**src/rtl/tiu_pkg.sv**
```systemverilog
package tiu_pkg;

   typedef enum logic [1:0] {
      EOT_NONE = 2'b00,
      EOT_RX   = 2'b01,
      EOT_TX   = 2'b10,
      EOT_BOTH = 2'b11
   } eot_sel_e;

   function automatic int unsigned max_u(input int unsigned a, input int unsigned b);
      return (a > b) ? a : b;
   endfunction

endpackage

```
**src/rtl/tiu_pulse_gen.sv**
```systemverilog
module tiu_pulse_gen #(
   parameter int unsigned WIDTH_CYC  = 3,
   parameter bit          ACTIVE_LOW = 1'b1
) (
   input  logic clk,
   input  logic rst_n,
   input  logic trig_i,
   output logic pulse_o
);
   localparam int unsigned CW = $clog2(WIDTH_CYC + 1);

   generate
      if (WIDTH_CYC < 1) begin : g_bad_width
         $error("tiu_pulse_gen: WIDTH_CYC must be at least 1");
      end
   endgenerate

   logic [CW-1:0] cnt_q;
   logic          active;

   always_ff @(posedge clk or negedge rst_n) begin
      if (!rst_n)
         cnt_q <= '0;
      else if (trig_i)
         cnt_q <= CW'(WIDTH_CYC);
      else if (cnt_q != '0)
         cnt_q <= cnt_q - 1'b1;
   end

   assign active = (cnt_q != '0);

   generate
      if (ACTIVE_LOW) begin : g_low
         assign pulse_o = ~active;
         AST_PULSE_START: assert property (@(posedge clk) disable iff (!rst_n)
            trig_i |=> !pulse_o);
      end else begin : g_high
         assign pulse_o = active;
         AST_PULSE_START: assert property (@(posedge clk) disable iff (!rst_n)
            trig_i |=> pulse_o);
      end
   endgenerate

endmodule

```
**src/rtl/tiu_failsafe.sv**
```systemverilog
module tiu_failsafe #(
   parameter int unsigned TICK_DIV = 12000,
   parameter int unsigned LIMIT_A  = 600,
   parameter int unsigned LIMIT_B  = 800
) (
   input  logic clk,
   input  logic rst_n,
   input  logic proto_a_i,
   input  logic cmd_valid_i,
   input  logic start_i,
   input  logic stop_i,
   output logic tx_on_o,
   output logic inhibit_o
);
   localparam int unsigned LMAX = tiu_pkg::max_u(LIMIT_A, LIMIT_B);
   localparam int unsigned UW   = $clog2(LMAX + 1);

   generate
      if (TICK_DIV < 1) begin : g_bad_div
         $error("tiu_failsafe: TICK_DIV must be at least 1");
      end
      if (LIMIT_A < 1 || LIMIT_B < 1) begin : g_bad_limit
         $error("tiu_failsafe: limits must be at least 1");
      end
   endgenerate

   logic          tx_on_q;
   logic          inhibit_q;
   logic [UW-1:0] units_q;
   logic [UW-1:0] limit;
   logic          tick;
   logic          expire;

   assign limit = proto_a_i ? UW'(LIMIT_A) : UW'(LIMIT_B);

   generate
      if (TICK_DIV == 1) begin : g_no_pre
         assign tick = tx_on_q;
      end else begin : g_pre
         localparam int unsigned PW = $clog2(TICK_DIV);
         logic [PW-1:0] pre_q;
         always_ff @(posedge clk or negedge rst_n) begin
            if (!rst_n)
               pre_q <= '0;
            else if (!tx_on_q || pre_q == PW'(TICK_DIV - 1))
               pre_q <= '0;
            else
               pre_q <= pre_q + 1'b1;
         end
         assign tick = tx_on_q && (pre_q == PW'(TICK_DIV - 1));
      end
   endgenerate

   assign expire = tick && !stop_i && (units_q >= limit - 1'b1);

   always_ff @(posedge clk or negedge rst_n) begin
      if (!rst_n) begin
         tx_on_q <= 1'b0;
         units_q <= '0;
      end else if (stop_i) begin
         tx_on_q <= 1'b0;
         units_q <= '0;
      end else if (expire) begin
         tx_on_q <= 1'b0;
         units_q <= '0;
      end else if (tick) begin
         units_q <= units_q + 1'b1;
      end else if (!tx_on_q && start_i && (!inhibit_q || cmd_valid_i)) begin
         tx_on_q <= 1'b1;
         units_q <= '0;
      end
   end

   always_ff @(posedge clk or negedge rst_n) begin
      if (!rst_n)
         inhibit_q <= 1'b0;
      else if (expire)
         inhibit_q <= 1'b1;
      else if (cmd_valid_i)
         inhibit_q <= 1'b0;
   end

   assign tx_on_o   = tx_on_q;
   assign inhibit_o = inhibit_q;

   AST_STOP_DROPS: assert property (@(posedge clk) disable iff (!rst_n)
      stop_i |=> !tx_on_q);
   AST_START_RISES: assert property (@(posedge clk) disable iff (!rst_n)
      (start_i && !stop_i && !tx_on_q && !inhibit_q) |=> tx_on_q);
   AST_EXPIRE_DISABLES: assert property (@(posedge clk) disable iff (!rst_n)
      expire |=> (inhibit_q && !tx_on_q));
   AST_INHIBIT_QUIET: assert property (@(posedge clk) disable iff (!rst_n)
      (inhibit_q && !cmd_valid_i) |=> !tx_on_q);

endmodule

```
**src/rtl/term_irq_unit.sv**
```systemverilog
module term_irq_unit #(
   parameter int unsigned PULSE_CYC = 3,
   parameter int unsigned TICK_DIV  = 12000,
   parameter int unsigned LIMIT_A   = 600,
   parameter int unsigned LIMIT_B   = 800
) (
   input  logic       clk,
   input  logic       rst_n,
   input  logic       proto_a_i,
   input  logic [1:0] eot_sel_i,
   input  logic       cmd_valid_i,
   input  logic       rx_done_i,
   input  logic       tx_done_i,
   input  logic       mc_done_i,
   input  logic       msg_err_i,
   input  logic       tx_start_i,
   input  logic       tx_stop_i,
   output logic       cmd_stb_n_o,
   output logic       eot_irq_n_o,
   output logic       mc_irq_n_o,
   output logic       merr_n_o,
   output logic       tx_on_o,
   output logic       tx_inhibit_o
);
   import tiu_pkg::*;

   eot_sel_e sel;
   logic     err_q;
   logic     err_now;
   logic     eot_trig;
   logic     mc_trig;

   assign sel     = eot_sel_e'(eot_sel_i);
   assign err_now = err_q | msg_err_i;

   always_comb begin
      eot_trig = 1'b0;
      unique case (sel)
         EOT_NONE: eot_trig = 1'b0;
         EOT_RX:   eot_trig = rx_done_i;
         EOT_TX:   eot_trig = tx_done_i;
         EOT_BOTH: eot_trig = rx_done_i | tx_done_i;
         default:  eot_trig = 1'b0;
      endcase
      eot_trig = eot_trig & ~err_now;
   end

   assign mc_trig = mc_done_i & ~err_now;

   always_ff @(posedge clk or negedge rst_n) begin
      if (!rst_n)
         err_q <= 1'b0;
      else if (msg_err_i)
         err_q <= 1'b1;
      else if (cmd_valid_i)
         err_q <= 1'b0;
   end

   assign merr_n_o = ~err_q;

   tiu_pulse_gen #(.WIDTH_CYC(PULSE_CYC), .ACTIVE_LOW(1'b1)) u_cmd_pulse (
      .clk(clk), .rst_n(rst_n), .trig_i(cmd_valid_i), .pulse_o(cmd_stb_n_o));

   tiu_pulse_gen #(.WIDTH_CYC(PULSE_CYC), .ACTIVE_LOW(1'b1)) u_eot_pulse (
      .clk(clk), .rst_n(rst_n), .trig_i(eot_trig), .pulse_o(eot_irq_n_o));

   tiu_pulse_gen #(.WIDTH_CYC(PULSE_CYC), .ACTIVE_LOW(1'b1)) u_mc_pulse (
      .clk(clk), .rst_n(rst_n), .trig_i(mc_trig), .pulse_o(mc_irq_n_o));

   tiu_failsafe #(.TICK_DIV(TICK_DIV), .LIMIT_A(LIMIT_A), .LIMIT_B(LIMIT_B)) u_failsafe (
      .clk(clk), .rst_n(rst_n), .proto_a_i(proto_a_i), .cmd_valid_i(cmd_valid_i),
      .start_i(tx_start_i), .stop_i(tx_stop_i),
      .tx_on_o(tx_on_o), .inhibit_o(tx_inhibit_o));

   AST_MERR_SET: assert property (@(posedge clk) disable iff (!rst_n)
      msg_err_i |=> !merr_n_o);
   AST_MERR_HOLD: assert property (@(posedge clk) disable iff (!rst_n)
      (!merr_n_o && !cmd_valid_i) |=> !merr_n_o);
   AST_EOT_SUPPRESS: assert property (@(posedge clk) disable iff (!rst_n)
      ((msg_err_i || !merr_n_o) && eot_irq_n_o) |=> eot_irq_n_o);
   AST_MC_SUPPRESS: assert property (@(posedge clk) disable iff (!rst_n)
      ((msg_err_i || !merr_n_o) && mc_irq_n_o) |=> mc_irq_n_o);
   AST_MC_UNMASKED: assert property (@(posedge clk) disable iff (!rst_n)
      (mc_done_i && !msg_err_i && merr_n_o) |=> !mc_irq_n_o);

endmodule

```
**config.mk**
```make
export PLATFORM = sky130hd
export DESIGN_NAME = term_irq_unit
export DESIGN_NICKNAME = d
export VERILOG_FILES = /design/src/rtl/tiu_pkg.sv /design/src/rtl/tiu_pulse_gen.sv /design/src/rtl/tiu_failsafe.sv /design/src/rtl/term_irq_unit.sv
export SDC_FILE = /design/constraint.sdc
export NUM_CORES = 1
export LEC_CHECK = 0
export CORE_MARGIN = 3
export CORE_UTILIZATION = 30
export CTS_BUF_LIST = sky130_fd_sc_hd__clkbuf_16
export DETAILED_ROUTE_END_ITERATION = 7
export HOLD_SLACK_MARGIN = 0.1
export PLACE_DENSITY = 0.43
export SYNTH_ARGS = -nofsm -noshare
export SYNTH_HDL_FRONTEND = slang
export SYNTH_SLANG_ARGS = --single-unit
```
**constraint.sdc**
```tcl
create_clock -name clk -period 4.3 [get_ports clk]
set_input_delay 1.075 -clock clk [delete_from_list [all_inputs] [get_ports clk]]
set_output_delay 1.075 -clock clk [all_outputs]
set_load 0.005 [all_outputs]
```
==> results of run 1 <==
cell type report:
| class | count | area, um2 | share of cell area |
|---|---|---|---|
| clock buffers | 5 | 125 | 0.0568 |
| well taps | 72 | 90.1 | 0.0409 |
| multi-input cells | 134 | 885 | 0.401 |
| clock inverters | 3 | 37.5 | 0.0170 |
| inverters | 15 | 56.3 | 0.0255 |
| repair buffers | 19 | 185 | 0.0840 |
| flip-flops and latches | 33 | 826 | 0.375 |
worst min path at each step:
stage                           endpoint  slack (ns)  cells after the start
3_5_place_dp   u_failsafe.g_pre.pre_q[0]        0.49                      1
4_1_cts        u_failsafe.g_pre.pre_q[0]        0.50                      1
5_1_grt                            err_q        0.52                      1
2_1_floorplan  u_failsafe.g_pre.pre_q[0]        0.45                      1
6_report       u_failsafe.g_pre.pre_q[0]        0.49                      1
3_3_place_gp        u_eot_pulse.cnt_q[1]        0.48                      2
kinds of logic after synthesis:
family / count (synthesis)
AO/OA/AOI/OAI: 31
XOR/XNOR: 14
adder cells (fa/ha/maj): 8
buffers and inverters: 19
flip-flops: 33
multiplexers: 1
AND/OR/NAND/NOR: 80
per-layer routing:
layer	vias to the layer above	wire length, um	global-route usage	part of all wire
met5	-	0	0	0
met4	0	25	0.0386	0.0068
met3	2	164	0.0377	0.045
met2	25	1610	0.168	0.44
met1	661	1880	0.154	0.51
li1	696	-	-	-
synthesized netlist by cell type, types with 2 or more instances:
library cell	count
dfrtp_1	33
nand2_1	19
nor2_1	19
inv_1	15
xnor2_1	9
ha_1	8
nor3_1	8
nand3_1	7
o21ai_0	7
a21o_1	6
a21oi_1	6
nand4_1	6
xor2_1	5
clkbuf_1	4
a211o_1	3
and2_1	3
and3_1	3
nand4b_1	2
o211ai_1	2
o21bai_1	2
or3_1	2
or4_1	2
state kept, by name (all words and copies together) (netlist names):
name                    count
err_q                       1
u_failsafe.g_pre.pre_q     14
u_failsafe.inhibit_o        1
u_eot_pulse.cnt_q           2
u_cmd_pulse.cnt_q           2
u_failsafe.units_q         10
u_mc_pulse.cnt_q            2
u_failsafe.tx_on_o          1
report_power, final:
group	internal, uW	switching [uW]
clock network	269	125
registers	340	16.3
logic	81.9	67.3
total	691	209
per-stage QoR:
step,instances,worst slack [ns],util,instance area [um2]
2_1_floorplan,186,1.81,-,1780
3_3_place_gp,273,1.24,0.362,2040
3_5_place_dp,273,1.14,0.362,2040
4_1_cts,281,1.31,0.391,2200
5_1_grt,281,1.10,0.391,2200
6_report,281,1.38,0.391,2200
==> flow_metrics.py, run 1 <==
metrics = {
    "power_and_ir_drop": {
        "power_density_nw_per_um2": 408,
        "power_uw": 900,
        "ir_drop_v": 0.000145,
        "power_leakage_uw": 0.00101,
    },
    "logic_synthesis": {
        "synth_flop_cell": "dfrtp_1",
        "synth_edf_count": 0,
        "synthMuxAreaShare": 0.00632,
        "synth_compound_gate_area_share": 0.126,
        "ys_types": 37,
        "synth_top_area_share": 0.463,
        "synthSimpleGateAreaFrac": 0.239,
        "synth_cells": 186,
        "yosys.area.top_type": "dfrtp_1",
        "synth_xor_area_frac": 0.0688,
        "yosysSeqAreaShare": 0.463,
        "synthesis.nets": 206,
        "async_flop_share": 1.00,
        "syn_avg_cell_area_um2": 9.58,
        "synth-seq-cells": 33,
        "synthAdderAreaFrac": 0.0562,
        "synth_top_family_by_area": "simple AND/OR/NAND/NOR gates",
        "syn_area_um2": 1780,
        "ys.warnings.count": 0,
        "yosys-top-cells-area": "dfrtp_1 (46%), ha_1 (5.6%), xnor2_1 (4.4%)",
    },
    "floorplanning": {
        "rows": 27,
        "die-area_um2": 6900,
        "coreArea_um2": 5640,
        "die_h_um": 83.1,
        "die_w_um": 83.1,
        "start_util": 0.316,
        "ios": 18,
    },
    "clocking": {
        "clk_pin_slew_ns": 0.05,
        "cts_inserted_buffers": 5,
        "clock_latency_ns": 0.27,
        "postCtsHoldBufs": 0,
        "cts_resized": 0,
        "clock-sinks": 33,
        "postCtsSetupRepairBufs": 0,
        "cts_tree": "yes",
        "cts_buffer_depth": 2,
        "cts_root_buf": "clkbuf_16",
        "ctsHtreeMaxLevel": 2,
    },
    "worst_setup_path": {
        "cp.depth": 6,
        "critPathCaptureType": "register",
        "cp_max_fo": 13,
        "slowest_stage": "o41ai_4",
        "timing.critical_path.buf_inv": 0,
        "rr_startpoint": "u_failsafe.g_pre.pre_q[0]",
        "ff2ff_path_depth": 6,
        "cpPeakStageDelay_ns": 0.82,
        "startpoint": "u_failsafe.g_pre.pre_q[0]",
        "r2r_slack_ns": 1.38,
        "cp-start-kind": "register",
        "crit_end": "u_failsafe.units_q[8]",
        "critPathRequiredTime_ns": 4.50,
        "arrival_ns": 3.12,
        "crit_chain": "ha_1 > nand4_2 > o41ai_4 > a21oi_1 > or4_1 > o21ai_1",
        "crit_type": "reg -> reg",
        "cpLargestDelayFamily": "compound AO/OA/AOI/OAI gates",
        "r2r-end": "u_failsafe.units_q[8]",
    },
    "grt": {
        "grt_usage": 0.113,
        "antenna_found_initial": 0,
        "grt-ovfl-total": 0,
        "grt_pass1_vias": 1372,
        "grt_max_degree": 34,
        "grt_pass1_wl_um": 6470,
    },
    "timing": {
        "whs_ns": 0.493,
        "fin_skew_ns": 0.00426,
        "min_period_ns": 2.92,
        "worst_slew_pin_slew_ns": 0.848,
        "timing.final.hold_violations": 0,
        "final.setup.tns_ns": 0,
        "slew_viol_final": 0,
        "rsz0062_at_grt": "no",
        "slew_headroom": 0.435,
        "period_share": 0.680,
        "max_freq_mhz": 342,
        "setup-violations-final": 0,
    },
    "run_status": {
        "outcome": "complete, no violations",
    },
    "final_layout": {
        "final_common_cell": "dfrtp_1",
        "drive_gt1_frac": 0.0670,
        "layout.nets": 228,
        "fillers": 565,
        "antennaDiodeCount": 0,
        "final_cell_mix": "dfrtp_1 (33), nand2_1 (19), nor2_1 (19)",
        "area_growth_pct": 23.7,
    },
    "flow_run": {
        "drv_cap": 0,
    },
    "placed_design": {
        "hpwl_um": 2670,
        "finalWeightedCongestion": 0.781,
        "portBuffers": 17,
    },
    "routing": {
        "drt_iter0_markers": 98,
        "drc": 0,
        "viasPerCell": 4.93,
        "ant_nets": 0,
        "firstDrtPassIters": 4,
        "vias": 1384,
        "routed_wirelength_um": 3680,
        "drt-wirelength-per-cell_um": 13.1,
    },
    "hold_path": {
        "hp-class": "reg -> reg",
        "hold_path_startpoint": "u_failsafe.g_pre.pre_q[0]",
    },
}
Note: power is estimated with default switching activity, not from simulation.
==> inputs of run 2 (changes only) <==
Settings changed: PLACE_DENSITY 0.43 to 0.45.
Clock period 4.3 ns to 2.41 ns, I/O delays scaled along.
==> run 2 against run 1 <==
Compared with the run above: final area up 0.62%; non-clock buffer count up 5; utilization up 0.24 points; setup slack worse by 1.2 ns; sequential power up 78%; first-iteration DRC count down 34%; highest routed layer unchanged; final cell count up 1.8%; register-to-register slack worse by 1.1 ns; critical endpoint unchanged; count of clock-buffer cells in the layout unchanged.
==> flow_metrics.py, run 2 (synthesized netlist as in run 1, its figures left out) <==
metrics = {
    "final_layout": {
        "drive_gt1_frac": 0.0935,
        "post-route-util": 0.393,
        "final_cell_mix": "dfrtp_1 (33), nand2_1 (19), nor2_1 (19)",
        "largest_reg_flops": 14,
        "layout.cells.non_filler": 286,
        "final_common_cell": "dfrtp_1",
        "regMostFlops": "u_failsafe.g_pre.pre_q",
        "top_regs": "u_failsafe.g_pre.pre_q: 14 flops, u_failsafe.units_q: 10 flops",
        "antennaDiodeCount": 0,
        "layout.nets": 233,
        "area_growth_pct": 24.5,
    },
    "placed_design": {
        "finalWeightedCongestion": 0.813,
        "hpwl_um": 2700,
        "dpl.cell_count": 278,
        "portBuffers": 17,
    },
    "hold_path": {
        "hold_path_startpoint": "u_failsafe.g_pre.pre_q[0]",
        "hp-class": "reg -> reg",
    },
    "timing": {
        "rsz0062_at_grt": "no",
        "worst_slew_pin_slew_ns": 0.427,
        "slew_headroom": 0.715,
        "min_period_ns": 2.25,
        "final.setup.tns_ns": 0,
        "max_freq_mhz": 444,
        "setup-violations-final": 0,
        "timing.final.hold_violations": 0,
        "fin_skew_ns": 0.00602,
        "slew_viol_final": 0,
        "period_share": 0.934,
    },
    "clocking": {
        "cts_tree": "yes",
        "cts_buffer_depth": 2,
        "postCtsSetupRepairBufs": 0,
        "cts_root_buf": "clkbuf_16",
        "cts_inserted_buffers": 5,
        "cts_resized": 0,
        "clock-sinks": 33,
        "clock_latency_ns": 0.27,
        "ctsHtreeMaxLevel": 2,
        "postCtsHoldBufs": 0,
        "clk_pin_slew_ns": 0.05,
    },
    "floorplanning": {
        "start_util": 0.316,
        "coreArea_um2": 5640,
        "die_w_um": 83.1,
        "die_h_um": 83.1,
        "ios": 18,
        "rows": 27,
        "die-area_um2": 6900,
    },
    "grt": {
        "antenna_found_initial": 0,
        "grt_pass1_vias": 1356,
        "grt_max_degree": 34,
        "grt_usage": 0.111,
        "grt_pass1_wl_um": 6340,
        "grt-ovfl-total": 0,
    },
    "routing": {
        "drc": 0,
        "routed_wirelength_um": 3660,
        "vias": 1419,
        "firstDrtPassIters": 4,
        "drt-wirelength-per-cell_um": 12.8,
        "drt_iter0_markers": 65,
        "viasPerCell": 4.96,
        "ant_nets": 0,
    },
    "worst_setup_path": {
        "startpoint": "proto_a_i",
        "rr_startpoint": "u_failsafe.g_pre.pre_q[5]",
        "arrival_ns": 2.45,
        "cp_max_fo": 3,
        "cp-start-kind": "primary input",
        "crit_type": "in -> reg",
        "critPathRequiredTime_ns": 2.61,
        "critPathCaptureType": "register",
    },
    "power_and_ir_drop": {
        "power_density_nw_per_um2": 677,
        "ir_drop_v": 0.000344,
        "power_leakage_uw": 0.00103,
        "power_uw": 1500,
    },
    "flow_run": {
        "drv_cap": 0,
    },
    "run_status": {
        "outcome": "complete, no violations",
    },
}
## run 2: cell types whose count changed in the layout (fill, tap and decap cells not counted), sizes merged
| cell | previous run | this run |
|---|---|---|
| buf | 2 | 7 |
| bufinv | 1 | 0 |
| clkinv | 1 | 2 |
## run 2: per-layer routing
metal	GRT usage	wire length, um
met1	0.145	1800
met2	0.175	1690
met3	0.0377	135
met4	0.0312	32
met5	0	0
## run 2: final cells by class
class,instances,area (um2)
inverter,15,56.3
clock inverter,3,13.8
fill,558,3420
timing repair buffer,24,223
sequential,33,826
clock buffer,5,125
multi-input combinational,134,885
tap,72,90.1
## run 2: report_power, final
group	leakage [uW]	switching, uW	total (uW)	internal, uW
logic	0.000514	127	277	150
registers	0.000438	28.8	636	607
clock network	0.0000748	214	588	374
total	0.00103	370	1500	1130
## run 2: path summary, 6_finish.rpt
path	to	slack [ns]	cells past startpoint
max	u_failsafe.units_q[8]	0.16	8
max in group asynchronous	u_failsafe.g_pre.pre_q[3]	1.36	2
min reg2reg	u_failsafe.g_pre.pre_q[0]	0.48	1
max reg2reg	u_failsafe.units_q[8]	0.31	5
min in group asynchronous	u_cmd_pulse.cnt_q[1]	0.75	2
min	u_failsafe.g_pre.pre_q[0]	0.48	1
## run 2: worst max-delay path: stages
cell and delay, ns:
clkdlybuf4s50_1 0.52, inv_1 0.06, ha_1 0.19, o21a_1 0.16, o21ai_0 0.20, nand4_1 0.14
or4_1 0.49, o21ai_1 0.09
## run 2: stage by stage
stage                     setup slack [ns]  area [um2]  hold WS [ns]
after global routing                0.0721        2220         0.511
after detailed placement            -0.125        2080         0.482
final                                0.158        2220         0.484
after floorplan                      0.392        1780         0.307
after global placement            -0.00685        2080         0.476
after CTS                            0.167        2220         0.489
==> inputs of run 3 (changes only) <==
Settings changed: GPL_TIMING_DRIVEN from default to 1.
==> results of run 3 <==
Final layout, timing and power as in run 2 (identical DEF).
